### config.mk
export PLATFORM = sky130hd
export DESIGN_NAME = refresh_sched
export DESIGN_NICKNAME = d
export VERILOG_FILES = /design/src/rtl/refsched_pkg.sv /design/src/rtl/refsched_range_sel.sv /design/src/rtl/refsched_timer.sv /design/src/rtl/refsched_owed.sv /design/src/rtl/refresh_sched.sv
export SDC_FILE = /design/constraint.sdc
export NUM_CORES = 1
export LEC_CHECK = 0
export BUFFER_PORTS_ARGS = -buffer_cell sky130_fd_sc_hd__buf_2
export CORE_MARGIN = 2
export CORE_UTILIZATION = 55
export DETAILED_ROUTE_END_ITERATION = 10
export PLACE_DENSITY = 0.88
export SKIP_LAST_GASP = 1
export SLEW_MARGIN = 25
export SYNTH_ARGS = -nofsm -noshare
export SYNTH_HDL_FRONTEND = slang
export SYNTH_SLANG_ARGS = --single-unit
### constraint.sdc
create_clock -name clk_i -period 4.4 [get_ports clk_i]
set_clock_uncertainty 0.2 [all_clocks]
set_input_delay 0.44 -clock clk_i [delete_from_list [all_inputs] [get_ports clk_i]]
set_output_delay 0.44 -clock clk_i [all_outputs]
set_load 0.005 [all_outputs]
### src/rtl/refsched_pkg.sv
package refsched_pkg;
  typedef enum logic [1:0] {
    TR_NORMAL  = 2'd0,
    TR_HOT     = 2'd1,
    TR_EXT     = 2'd2,
    TR_EXT_ALT = 2'd3
  } temp_range_e;
endpackage

### src/rtl/refsched_range_sel.sv
module refsched_range_sel
  import refsched_pkg::*;
(
  input  logic       clk_i,
  input  logic       rst_ni,
  input  logic [1:0] temp_range_i,
  input  logic       ext_en_i,
  output logic       hot_o
);
  logic hot_q;

  always_ff @(posedge clk_i or negedge rst_ni) begin
    if (!rst_ni) begin
      hot_q <= 1'b0;
    end else begin
      case (temp_range_e'(temp_range_i))
        TR_NORMAL: hot_q <= 1'b0;
        TR_HOT:    hot_q <= 1'b1;
        default:   if (ext_en_i) hot_q <= 1'b1; // disabled band codes: hold
      endcase
    end
  end

  assign hot_o = hot_q;
endmodule

### src/rtl/refsched_timer.sv
module refsched_timer #(
  parameter int unsigned CYC_NORM = 1560,
  parameter int unsigned CYC_HOT  = 780,
  parameter int unsigned W        = 11
) (
  input  logic clk_i,
  input  logic rst_ni,
  input  logic hot_i,
  input  logic hold_i,
  output logic expire_o
);
  localparam logic [W-1:0] RLD_NORM = W'(CYC_NORM - 1);
  localparam logic [W-1:0] RLD_HOT  = W'(CYC_HOT - 1);

  logic [W-1:0] cnt_q;
  logic [W-1:0] rld;

  assign rld = hot_i ? RLD_HOT : RLD_NORM;

  always_ff @(posedge clk_i or negedge rst_ni) begin
    if (!rst_ni)               cnt_q <= RLD_NORM;
    else if (hold_i)           cnt_q <= rld;
    else if (cnt_q == '0)      cnt_q <= rld;  // new range takes effect here only
    else                       cnt_q <= cnt_q - 1'b1;
  end

  assign expire_o = !hold_i && (cnt_q == '0);
endmodule

### src/rtl/refsched_owed.sv
module refsched_owed #(
  parameter int unsigned OWED_MAX = 8,
  parameter int unsigned W        = 4
) (
  input  logic         clk_i,
  input  logic         rst_ni,
  input  logic         expire_i,
  input  logic         ack_i,
  input  logic         clear_i,
  output logic [W-1:0] owed_o
);
  localparam logic [W-1:0] MAX_V = W'(OWED_MAX);

  logic [W-1:0] owed_q;
  logic         ack_ok;

  assign ack_ok = ack_i && (owed_q != '0);

  always_ff @(posedge clk_i or negedge rst_ni) begin
    if (!rst_ni) begin
      owed_q <= '0;
    end else if (clear_i) begin
      owed_q <= '0;
    end else begin
      case ({expire_i, ack_ok})
        2'b10:   if (owed_q != MAX_V) owed_q <= owed_q + 1'b1;
        2'b01:   owed_q <= owed_q - 1'b1;
        default: owed_q <= owed_q;
      endcase
    end
  end

  assign owed_o = owed_q;
endmodule

### src/rtl/refresh_sched.sv
module refresh_sched #(
  parameter int unsigned CLK_PS       = 5000,
  parameter int unsigned REFI_NORM_NS = 7800,
  parameter int unsigned REFI_HOT_NS  = 3900,
  parameter int unsigned OWED_MAX     = 8,
  localparam int unsigned OWED_W      = $clog2(OWED_MAX + 1)
) (
  input  logic              clk_i,
  input  logic              rst_ni,
  input  logic [1:0]        temp_range_i,
  input  logic              ext_range_en_i,
  input  logic              self_ref_i,
  input  logic              ref_ack_i,
  output logic              ref_req_o,
  output logic [OWED_W-1:0] owed_o,
  output logic              urgent_o,
  output logic              hot_sr_o
);
  // Round down: a shorter interval is the safe side.
  localparam int unsigned CYC_NORM = (REFI_NORM_NS * 1000) / CLK_PS;
  localparam int unsigned CYC_HOT  = (REFI_HOT_NS * 1000) / CLK_PS;
  localparam int unsigned TMR_W    = $clog2(CYC_NORM > CYC_HOT ? CYC_NORM : CYC_HOT);

  logic hot;
  logic expire;

  refsched_range_sel u_range (
    .clk_i        (clk_i),
    .rst_ni       (rst_ni),
    .temp_range_i (temp_range_i),
    .ext_en_i     (ext_range_en_i),
    .hot_o        (hot)
  );

  refsched_timer #(
    .CYC_NORM (CYC_NORM),
    .CYC_HOT  (CYC_HOT),
    .W        (TMR_W)
  ) u_timer (
    .clk_i    (clk_i),
    .rst_ni   (rst_ni),
    .hot_i    (hot),
    .hold_i   (self_ref_i),
    .expire_o (expire)
  );

  refsched_owed #(
    .OWED_MAX (OWED_MAX),
    .W        (OWED_W)
  ) u_owed (
    .clk_i    (clk_i),
    .rst_ni   (rst_ni),
    .expire_i (expire),
    .ack_i    (ref_ack_i),
    .clear_i  (self_ref_i),
    .owed_o   (owed_o)
  );

  assign ref_req_o = (owed_o != '0);
  assign urgent_o  = (owed_o == OWED_W'(OWED_MAX));
  assign hot_sr_o  = hot;
endmodule

Word-level counts from Yosys, hierarchy flattened
Index checks and enable logic that the tools add are counted.
{"block": "totals", "ff_bits": 16, "output_inout_bits": 7, "in_bits": 7, "wordCells": 29}
{"block": "op_classes", "muxes": 8, "n_addsub": 3, "reduce_logical": 9, "n_eq_ne": 6}
{"op": "2-to-1 mux 11 bit", "count": 3}
{"op": "logical NOT 11 bit", "count": 1}
{"op": "subtractor 11 x 1 -> 11 bit (second input constant)", "count": 1}
{"op": "2-to-1 mux 4 bit", "count": 2}
{"op": "case mux 4 bit (2 select lines)", "count": 1}
{"op": "nonzero test 3 bit", "count": 2}
{"op": "adder 4 x 1 -> 4 bit (second input constant)", "count": 1}
{"op": "equality test 2 x 1 -> 1 bit (second input constant)", "count": 2}
{"op": "equality test 4 bit (second input constant)", "count": 1}
{"op": "inequality test 4 bit (second input constant)", "count": 1}
{"op": "nonzero test 4 bit", "count": 1}
{"op": "subtractor 4 x 1 -> 4 bit (second input constant)", "count": 1}
{"op": "inequality test 3 x 2 -> 1 bit (second input constant)", "count": 1}
{"op": "equality test 2 bit (second input constant)", "count": 1}
{"op": "logical AND 1 bit", "count": 2}
{"op": "logical NOT 2 bit", "count": 1}
{"op": "case mux 1 bit (2 select lines)", "count": 1}
{"op": "AND reduction 2 bit", "count": 1}
{"op": "logical NOT 1 bit", "count": 1}
{"op": "2-to-1 mux 1 bit", "count": 1}

Longest topological paths before layout
Gate-level depths: netlist (run 1).
{"block": "depth", "word_depth": 5, "mapped_depth": 12, "ltp_nobuf": 11}

Cells and area by module
Synthesis (run 1) repeated with hierarchy kept, for this count alone.
{"block": "hier_totals", "cells_unflattened": 94, "hier_area_um2": 984.7}
{"mod": "refsched_timer", "cells_each": 54, "area_each_um2": 579.3, "instances": 1, "seq_area_each_um2": 282.8}
{"mod": "refsched_owed", "cells_each": 34, "area_each_um2": 351.6, "instances": 1, "seq_area_each_um2": 100.1}
{"mod": "refsched_range_sel", "cells_each": 4, "area_each_um2": 37.5, "instances": 1, "seq_area_each_um2": 25.0}
{"mod": "refresh_sched", "cells_each": 2, "area_each_um2": 16.3, "instances": 1, "seq_area_each_um2": 0.0}

Least setup slack after synthesis (run 1)
No wires, ideal clock.
{"block": "synth_timing", "path_kind": "reg2reg", "from": "reg u_owed.owed_q[1], in the netlist u_owed.owed_o[1]", "to": "reg u_owed.owed_q[3], in the netlist u_owed.owed_o[3]", "setup_time_ps": 126, "path_stages_with_launch": 11, "path_buffers": 1, "slack_ps": 1387, "required_ps": 4074, "t_arrival_ps": 2687, "period_less_slack_ps": 3013, "cell_sequence": "dfrtp_1 -> or4_4 -> and2_4 -> and2_4 -> buf_6 -> ha_1 -> a31o_2 -> nor2_1 -> nor3_1 -> a221o_1 -> a311o_1"}
{"block": "synth_via", "elab_chain_len": 5, "word_cells_on_any_way": 13, "classes_between": "add/sub: 2; eq/ne: 4; mux: 3; reduce/logical: 4"}
{"element": "from (decl)", "line": "refsched_owed.sv:14", "text": "logic [W-1:0] owed_q;"}
{"element": "from (signal assigned)", "line": "refsched_owed.sv:26", "text": "2'b10: if (owed_q != MAX_V) owed_q <= owed_q + 1'b1;"}
{"element": "from (signal assigned)", "line": "refsched_owed.sv:27", "text": "2'b01: owed_q <= owed_q - 1'b1;"}
{"element": "from (signal assigned)", "line": "refsched_owed.sv:28", "text": "default: owed_q <= owed_q;"}
{"element": "nonzero test 4 bit *"}
{"element": "named net ref_req_o", "line": "refresh_sched.sv:14", "text": "output logic ref_req_o,"}
{"element": "logical AND 1 bit *", "line": "refsched_owed.sv:17", "text": "assign ack_ok = ack_i && (owed_q != '0);"}
{"element": "equality test 2 x 1 -> 1 bit or equality test 2 bit (tied branches)", "line": "refsched_owed.sv:25", "text": "case ({expire_i, ack_ok})"}
{"element": "case mux 4 bit (2 select lines), or another cell as far along", "line": "refsched_owed.sv:25"}
{"element": "2-to-1 mux 4 bit or AND reduction 2 bit (tied branches)"}
The timed path passes the listed nets; every way through them passes the cells marked *. The select of a mux whose other input is x is not followed.
A chain may end at the register's enable or synchronous reset.

Worst setup path after layout (run 1)
{"block": "layout_timing", "from": "reg u_owed.owed_q[1], in the netlist u_owed.owed_o[1]", "to": "reg u_owed.owed_q[3], in the netlist u_owed.owed_o[3]"}
{"block": "layout_via", "elab_chain_len": 5, "word_cells_on_any_way": 13, "classes_between": "add/sub: 2; eq/ne: 4; mux: 3; reduce/logical: 4"}
{"element": "parallel branches: the longest is 5 deep, another holds adder 4 x 1 -> 4 bit"}
Several ways; the timed one is not identified. The select of a mux whose other input is x is not followed.

==> results of run 1 <==
[layout make-up]
class / instances / area share, %
multi-input cells: 72 / 48.1
clock buffers: 3 / 2.18
well taps: 16 / 1.94
repair buffers: 14 / 7.26
inverters: 3 / 1.09
flip-flops and latches: 16 / 39.5
[worst register-to-register path, cell delays in order, from the launching register on]
cell and delay, ns:
dfrtp_1 0.48, or4_4 0.58, and2_4 0.18, and2_4 0.15
ha_1 0.32, a31o_2 0.26, nor2_1 0.13, nor3_1 0.06
a221o_1 0.30, a311o_1 0.27
[through the flow]
stage,instances,hold slack [ns]
floorplan,93,-0.0556
global placement,120,0.164
detailed placement,120,0.170
CTS,124,0.133
global route,124,0.137
finish,124,0.130
[registers in the layout, indices dropped and copies added, names as in the netlist]
name,cells
u_owed.owed_o,4
u_range.hot_o,1
u_timer.cnt_q,11
[synthesized netlist by cell type, drive strengths merged (2+ instances only)]
| master | number |
|---|---|
| nor2 | 12 |
| dfstp | 6 |
| a31oi | 3 |
| nand3 | 3 |
| inv | 3 |
| o21ai | 2 |
| nand2 | 5 |
| xor2 | 6 |
| xnor2 | 4 |
| nor3 | 4 |
| dfrtp | 10 |
| mux2i | 2 |
| ha | 4 |
| and2 | 3 |
| o31ai | 2 |
| a21oi | 6 |
| nor4 | 2 |
[cell families (layout without fill, tap and decap cells)]
logic type,after synthesis,count (layout),synth area share (%)
and+or+nand+nor,38,38,23.3
AOI/OAI and AO/OA,18,18,12.8
DFF,16,16,43.8
xor gates and xnor gates,10,10,9.41
buffers and inverters,5,20,2.82
adders and majority gates,4,4,5.38
muxes,2,2,2.55
[report_power, final]
| group | switching (uW) | internal (uW) | leakage, uW | total (uW) |
|---|---|---|---|---|
| registers | 29.7 | 170 | 0.000191 | 200 |
| logic | 93.2 | 95.9 | 0.000250 | 189 |
| clock network | 42.6 | 31.8 | 0.0000138 | 74.4 |
[worst min path at each step]
stage / startpoint / endpoint / slack [ns] / cells after the start
global route: temp_range_i[1] / u_range.hot_o / 0.14 / 2
detailed placement: rst_ni / u_timer.cnt_q[3] / 0.17 / 1
floorplan: rst_ni / u_owed.owed_o[0] / -0.06 / 0
global placement: rst_ni / u_timer.cnt_q[3] / 0.16 / 1
finish: temp_range_i[1] / u_range.hot_o / 0.13 / 2
CTS: temp_range_i[1] / u_range.hot_o / 0.13 / 2
[metal layers]
metal	track usage (%)	wire length [microns]
met3	2.80	64
met4	10.0	31
met5	0	0
met1	23.8	753
met2	37.1	909
[what timing repair did]
| action | 4_1_cts | 5_1_grt |
|---|---|---|
| hold buffers | 1 | 0 |
| hold endpoints to repair | 10 | 0 |
| resized for setup | 0 | 0 |
==> results.tsv, run 1 <==
metric	value	unit
Post-Place Cell Area	0.00100	sq mm
vias in the first global route	753	
final core occ	67.0	%
HPWL Detailed	1.36	mm
Area Overhead vs Synth	11.0	%
Synth Flop Type	dfrtp_1	
Final min period	3.05	ns
Cell Rows	14	
layout cells sized above 1	26.9	%
Setup Buffers After CTS	0	
Synth Net Count	104	
I/O pin cnt	14	
Cells after Synth	93	
share of the synthesized area in the top cell type	26.9	%
PnR Total Power	464	uW
pin count of the biggest net entering global routing	17	
Crit Path Class	flip-flop to flip-flop	
Slew headroom	48.9	%
final worst setup slack	1.35	ns
Leak	0.000455	uW
Die W	45.1	microns
grt total ovfl	0	
Required @ worst endpoint	4.38	ns
Bufs and invs on worst path	0	
# port buffers	13	
CTS max path bufs	2	
post-route design area	0.00103	sq mm
Via Count	764	
Initial Util	60.4	%
Levels on crit path	9	
CTS tree	done	
Crit. Startpoint	u_owed.owed_o[1]	
FILL cells	134	
Crit path arrival time	3.03	ns
Avg WL per Cell	14.2	microns
RR Endpoint	u_owed.owed_o[3]	
Root Driver	clkbuf_4	
largest delay contributor family on the critical path	simple AND/OR/NAND/NOR gates	
Mapped Area	931	sq um
unrepaired setup endpoints after global routing	no	
Final Cycle Share	69.3	%
initial antenna violation count	0	
unique cell type count in the Yosys netlist	36	
core area	0.00154	sq mm
nets@finish	121	
die extent in y	45.1	microns
cell mode on critical path	and2_4	
Worst setup SP type	flip-flop	
worst-path cell chain	or4_4, and2_4, and2_4, ha_1, a31o_2, nor2_1, nor3_1, a221o_1, a311o_1	
Post-synth EDFFs	0	
max incr delay on CP	0.58	ns
Max Slew Vio Count	0	
sequential area share after synthesis	43.8	%
Syn Area/Cell	10.0	sq um
setup violators final	0	
Ys Warns	0	
critical path fanouts, max	8	
clock sinks	16	
Clock transition at path regs	0.09	ns
RePlAce Congestion	0.875	
worst reg-to-reg setup slack	1.35	ns
register area	408	sq um
Multi-input gate area	497	sq um
asr flop ratio synth	100	%
vias per inst	6.16	
Pre-antenna DRT Iters	4	
maximum clock rate	328	MHz
DRC	0	
CTS buffer count	3	
Synth Register Bits	16	
Routed Antenna Nets	0	
IR Drop Worst-Case VDD	235	uV
CP Capture Point	u_owed.owed_o[3]	
drt first-iter violations	10	
WL final	1.76	mm
pwr dens	449	mW/mm^2
pin slew with the least headroom to its limit	0.764	ns
area leader, netlist	dfrtp_1	
htree depth	1	
most frequent cells in the layout	13 x buf_2, 12 x nor2_1, 10 x dfrtp_1	
r2r startpoint	u_owed.owed_o[1]	
CP max-delay cell	or4_4	
Die ar.	0.00204	sq mm
GRT Total Usage	20.7	%
first-pass GRT wire length	3.06	mm
type of the tightest min-delay check	input pin to flip-flop	
Critical Path Sink Type	flip-flop	
pre-CTS setup slack	1.36	ns
R2R cell count	9	
Skew-Pair Late Insertion Delay	0.29	ns
synth top area cells	dfrtp_1 27%, dfstp_2 17%, xor2_1 5.6%	
# diodes	0	
# Max-Cap Violations	0	
commonest non-fill, non-tap cell in the layout	buf_2	
outcome	finished, final reports clean	
Final Hold Fails	0	
setup_tns	0	ns
Note: power is estimated with default switching activity, not from simulation.
==> run 2, diff against run 1 <==
--- a/config.mk
+++ b/config.mk
@@ -7,9 +7,9 @@
 export LEC_CHECK = 0
 export BUFFER_PORTS_ARGS = -buffer_cell sky130_fd_sc_hd__buf_2
 export CORE_MARGIN = 2
-export CORE_UTILIZATION = 55
+export CORE_UTILIZATION = 49
 export DETAILED_ROUTE_END_ITERATION = 10
-export PLACE_DENSITY = 0.88
+export PLACE_DENSITY = 0.84
 export SKIP_LAST_GASP = 1
 export SLEW_MARGIN = 25
 export SYNTH_ARGS = -nofsm -noshare
==> constraint.sdc (replaced) <==
create_clock -name clk_i -period 2.6 [get_ports clk_i]
set_clock_uncertainty 0.2 [all_clocks]
set_input_delay 0.26 -clock clk_i [delete_from_list [all_inputs] [get_ports clk_i]]
set_output_delay 0.26 -clock clk_i [all_outputs]
set_load 0.005 [all_outputs]
==> results.tsv, run 2 (synthesis gave the netlist of run 1 again) <==
metric	value	unit
outcome	complete, but fails checks	
failing checks	negative setup slack	
WL final	1.96	mm
DRC	0	
Die ar.	0.00226	sq mm
Setup Buffers After CTS	0	
nets@finish	139	
Final Hold Fails	0	
CTS buffer count	3	
final worst setup slack	-0.101	ns
type of the tightest min-delay check	input pin to flip-flop	
htree depth	1	
vias in the first global route	827	
critical path fanouts, max	3	
final core occ	70.1	%
commonest non-fill, non-tap cell in the layout	buf_4	
CP max-delay cell	or4_4	
post-route design area	0.00124	sq mm
Worst setup SP type	flip-flop	
pin slew with the least headroom to its limit	0.407	ns
Slew headroom	72.4	%
final hold slack	0.0179	ns
GR Util met2	39.7	%
first-pass GRT wire length	3.35	mm
# Max-Cap Violations	0	
Cell Rows	15	
M1 GR Usage	23.5	%
Area Overhead vs Synth	32.8	%
Post-Place Cell Area	0.00117	sq mm
# port buffers	13	
setup violators final	1	
most frequent cells in the layout	17 x buf_4, 13 x buf_2, 11 x nor2_1	
Routed Antenna Nets	0	
layout cells sized above 1	40.2	%
Final min period	2.70	ns
worst-path cell chain	or4_4, and2_4, and2_4, ha_4, a31o_4, nor2_4, nor3_1, a221o_1, a311o_1	
Pre-antenna DRT Iters	4	
RePlAce Congestion	0.849	
Max Slew Vio Count	0	
HPWL Detailed	1.57	mm
Skew-Pair Late Insertion Delay	0.29	ns
GRT Total Usage	21.7	%
cell mode on critical path	and2_4	
grt total ovfl	0	
Required @ worst endpoint	2.58	ns
Final Cycle Share	104	%
pwr dens	779	mW/mm^2
Via Count	824	
# diodes	0	
Die W	47.6	microns
I/O pin cnt	14	
pin count of the biggest net entering global routing	17	
max reg flops	11	
Initial Util	52.8	%
max incr delay on CP	0.53	ns
Crit Path Class	flip-flop to flip-flop	
IR Drop Worst-Case VDD	468	uV
maximum clock rate	370	MHz
core area	0.00176	sq mm
Critical Path Sink Type	flip-flop	
Reg with most FFs	u_timer.cnt_q	
Clock transition at path regs	0.10	ns
die extent in y	47.6	microns
drt first-iter violations	7	
unrepaired setup endpoints after global routing	yes	
met3 usage	6.04	%
GRT Max-Usage Layer	met2	
clock sinks	16	
initial antenna violation count	0	
Leak	0.000558	uW
vias per inst	5.42	
Avg WL per Cell	12.9	microns
Crit path arrival time	2.68	ns
CTS tree	done	
Root Driver	clkbuf_4	
CTS max path bufs	2	
## run 2: critical path: cells and delay by family, from the launching register on
family / cells / cell delay, ns
compound gates: 3 / 0.80
fa+ha+maj: 1 / 0.22
flops: 1 / 0.41
simple gates: 5 / 0.96
## run 2: final timing paths
path | start | end | slack [ns] | cells after the start
min reg2reg | u_timer.cnt_q[9] | u_timer.cnt_q[9] | 0.38 | 2
max reg2reg | u_owed.owed_o[1] | u_owed.owed_o[3] | -0.10 | 9
max in group asynchronous | rst_ni | u_timer.cnt_q[9] | 1.70 | 2
min in group asynchronous | rst_ni | u_timer.cnt_q[7] | 0.19 | 2
max | u_owed.owed_o[1] | u_owed.owed_o[3] | -0.10 | 9
min | temp_range_i[0] | u_range.hot_o | 0.02 | 3
## run 2: final cells by class
type	count	area, sq um
clock buffers	4	36.3
multi-input cells	72	534
repair buffers	32	213
fillers	141	528
flip-flops and latches	16	410
inverters	3	11.3
well taps	25	31.3
## run 2: power breakdown
group | leakage, uW | internal [uW] | total (uW) | switching, uW
clock network | 0.0000210 | 85.4 | 166 | 80.6
logic | 0.000349 | 263 | 481 | 217
registers | 0.000188 | 290 | 316 | 25.7
## run 2: per-stage QoR
step           cells  power, uW  TNS, ns  setup slack, ns
6_report         152        963   -0.101           -0.101
5_1_grt          152       1040   -0.157           -0.157
4_1_cts          152        974   -0.105           -0.105
3_5_place_dp     146        797   -0.117           -0.117
3_3_place_gp     146        772  -0.0443          -0.0443
2_1_floorplan     93        606   -0.213           -0.213
## run 2: routing by layer
metal	up-vias	wire length, microns	part of all wire [%]
met2	21	1020	52
met4	0	40	2.0
li1	407	-	-
met5	-	0	0
met1	389	827	42
met3	7	71	3.6
## run 2: timing repair
item | in CTS | in global routing
hold buffers | 2 | 0
pin swaps | 1 | 0
hold endpoints to repair | 17 | 0
endpoints found under the setup margin | 1 | 1
gates resized for setup | 2 | 0
==> run 3, diff against run 2 <==
--- a/config.mk
+++ b/config.mk
@@ -5,11 +5,12 @@
 export SDC_FILE = /design/constraint.sdc
 export NUM_CORES = 1
 export LEC_CHECK = 0
+export ABC_AREA = 1
 export BUFFER_PORTS_ARGS = -buffer_cell sky130_fd_sc_hd__buf_2
 export CORE_MARGIN = 2
-export CORE_UTILIZATION = 49
+export CORE_UTILIZATION = 50
 export DETAILED_ROUTE_END_ITERATION = 10
-export PLACE_DENSITY = 0.84
+export PLACE_DENSITY = 0.85
 export SKIP_LAST_GASP = 1
 export SLEW_MARGIN = 25
 export SYNTH_ARGS = -nofsm -noshare
==> results.tsv, run 3 <==
metric	value	unit
die extent in y	49.2	microns
Post-Place Cell Area	0.00112	sq mm
DRC	0	
I/O pin cnt	14	
Flop pwr share	39.8	%
Mapped Area	0.00102	sq mm
pin count of the biggest net entering global routing	17	
share of the synthesized area in the top cell type	24.4	%
Levels on crit path	15	
Post-synth EDFFs	0	
CTS max path bufs	2	
worst reg-to-reg setup slack	0.38	ns
Final Hold Fails	0	
post-route design area	0.00118	sq mm
Synth Net Count	142	
first-pass GRT wire length	3.41	mm
commonest non-fill, non-tap cell in the layout	nand2_1	
Clock transition at path regs	0.11	ns
nets@finish	162	
Crit Path Class	flip-flop to flip-flop	
Avg WL per Cell	10.9	microns
# diodes	0	
R2R cell count	15	
Clock Power Share	20.1	%
Required @ worst endpoint	2.60	ns
setup_tns	0	ns
CP max-delay cell	dfstp_2	
grt total ovfl	0	
CTS buffer count	3	
most frequent cells in the layout	27 x nand2_1, 24 x inv_1, 14 x nor2_1	
drt first-iter violations	18	
final core occ	60.7	%
Root Driver	clkbuf_4	
Cell Rows	16	
synth top area cells	dfrtp_1 24%, dfstp_2 15%, nand2_1 9.9%	
layout cells sized above 1	26.0	%
# port buffers	13	
RR Endpoint	u_owed.owed_o[3]	
Crit. Startpoint	u_timer.cnt_q[0]	
htree depth	1	
type of the tightest min-delay check	input pin to flip-flop	
Ys Warns	0	
max reg flops	11	
Die ar.	0.00243	sq mm
pwr dens	737	mW/mm^2
Die W	49.2	microns
Reg with most FFs	u_timer.cnt_q	
Max Slew Vio Count	0	
Skew-Pair Late Insertion Delay	0.30	ns
most common cell in the netlist	nand2_1	
Initial Util	52.7	%
worst-path cell chain	inv_1, ha_1, nand2_2, nor2_4, nand3_2, nand2_2, inv_1, ha_1, nand2_1, inv_1, nand3_1, nand2_1, nand2_1, nand3_1, nand2_1	
largest delay contributor family on the critical path	simple AND/OR/NAND/NOR gates	
maximum clock rate	450	MHz
Synth Register Bits	16	
initial antenna violation count	0	
internal power	523	uW
CP Capture Point	u_owed.owed_o[3]	
Setup Buffers After CTS	0	
Routed Antenna Nets	0	
IR Drop Worst-Case VDD	643	uV
# Max-Cap Violations	0	
outcome	finished, final reports clean	
Final Cycle Share	85.4	%
Worst setup SP type	flip-flop	
vias in the first global route	837	
RePlAce Congestion	0.931	
Crit path arrival time	2.22	ns
Area Overhead vs Synth	15.2	%
setup violators final	0	
max incr delay on CP	0.38	ns
pin slew with the least headroom to its limit	0.355	ns
clock sinks	16	
Critical Path Sink Type	flip-flop	
core area	0.00194	sq mm
unique cell type count in the Yosys netlist	24	
Final min period	2.22	ns
Leak	0.000611	uW
Syn Area/Cell	7.81	sq um
asr flop ratio synth	100	%
Post-synth top cells	27 x nand2_1, 24 x inv_1, 14 x nor2_1, 10 x dfrtp_1, 7 x nand3_1	
Switch Pwr	346	uW
Cells after Synth	131	
cell mode on critical path	nand2_1	
r2r startpoint	u_timer.cnt_q[0]	
Via Count	867	
sequential area share after synthesis	39.9	%
HPWL Detailed	1.48	mm
Pre-antenna DRT Iters	4	
Sw Share	39.9	%
Bufs and invs on worst path	3	
vias per inst	4.90	
Synth Flop Type	dfrtp_1	
WL final	1.94	mm
Slew headroom	76.3	%
unrepaired setup endpoints after global routing	no	
critical path fanouts, max	4	
Gate power share	40.1	%
area leader, netlist	dfrtp_1	
CTS tree	done	
GRT Total Usage	18.8	%
==> run 3: cell families (layout without fill, tap and decap cells) <==
logic type | after synthesis | after routing | share of synthesized area (%)
compound gates | 12 | 12 | 6.85
simple gates | 67 | 67 | 33.3
flops | 16 | 16 | 39.9
buf+inv | 25 | 44 | 9.17
fa+ha+maj | 4 | 4 | 4.89
xor+xnor | 7 | 7 | 5.99
==> run 3: power groups by stage <==
| stage | Combinational (uW) | Sequential (uW) | Clock, uW |
|---|---|---|---|
| 2_1_floorplan | 243 | 345 | 0 |
| 3_3_place_gp | 329 | 350 | 0 |
| 3_5_place_dp | 341 | 351 | 0 |
| 4_1_cts | 346 | 346 | 176 |
| 5_1_grt | 409 | 354 | 186 |
| 6_report | 348 | 346 | 175 |
==> run 3: cell type report <==
cell class	count	area, sq um
multi-input combinational	90	522
fill	153	763
clock buffer	4	36.3
sequential	16	408
timing repair buffer	15	85.1
inverter	25	93.8
tap	27	33.8
==> run 3: worst min-delay path by stage <==
| stage | start | end | slack, ns | cells after the start |
|---|---|---|---|---|
| 3_5_place_dp | rst_ni | u_timer.cnt_q[3] | -0.01 | 1 |
| 2_1_floorplan | rst_ni | u_owed.owed_o[0] | -0.24 | 0 |
| 3_3_place_gp | rst_ni | u_timer.cnt_q[3] | -0.02 | 1 |
| 5_1_grt | temp_range_i[0] | u_range.hot_o | 0.002 | 3 |
| 4_1_cts | temp_range_i[0] | u_range.hot_o | 0.009 | 3 |
| 6_report | temp_range_i[0] | u_range.hot_o | 0.005 | 3 |
==> run 3: metal layers <==
metal | vias to the layer above | GRT usage [%] | routed length, microns | part of all wire, %
li1 | 443 | - | - | -
met1 | 400 | 20.7 | 881 | 46
met2 | 20 | 32.7 | 934 | 48
met3 | 4 | 4.91 | 77 | 4.0
met4 | 0 | 10.5 | 42 | 2.2
met5 | - | 0 | 0 | 0
==> run 3: repair_timing <==
action	CTS	global route
gates resized for setup	0	0
hold buffers	2	0
endpoints found under the hold margin	17	0
==> run 3: per-stage QoR <==
step / power (uW) / hold WS, ns / std cells / setup WS (ns)
after floorplan: 589 / -0.236 / 131 / 0.577
after global placement: 679 / -0.0190 / 171 / 0.527
after detailed placement: 692 / -0.0138 / 171 / 0.429
after CTS: 867 / 0.00877 / 177 / 0.387
after global routing: 948 / 0.00229 / 177 / 0.179
final: 869 / 0.00539 / 177 / 0.378
==> run 3: worst reg2reg max path: stages, from the launching register on <==
cell and delay, ns:
dfstp_2 0.38, inv_1 0.08, ha_1 0.19, nand2_2 0.07, nor2_4 0.10, nand3_2 0.10, nand2_2 0.12, inv_1 0.05
ha_1 0.33, nand2_1 0.08, inv_1 0.06, nand3_1 0.10, nand2_1 0.09, nand2_1 0.04, nand3_1 0.06, nand2_1 0.05
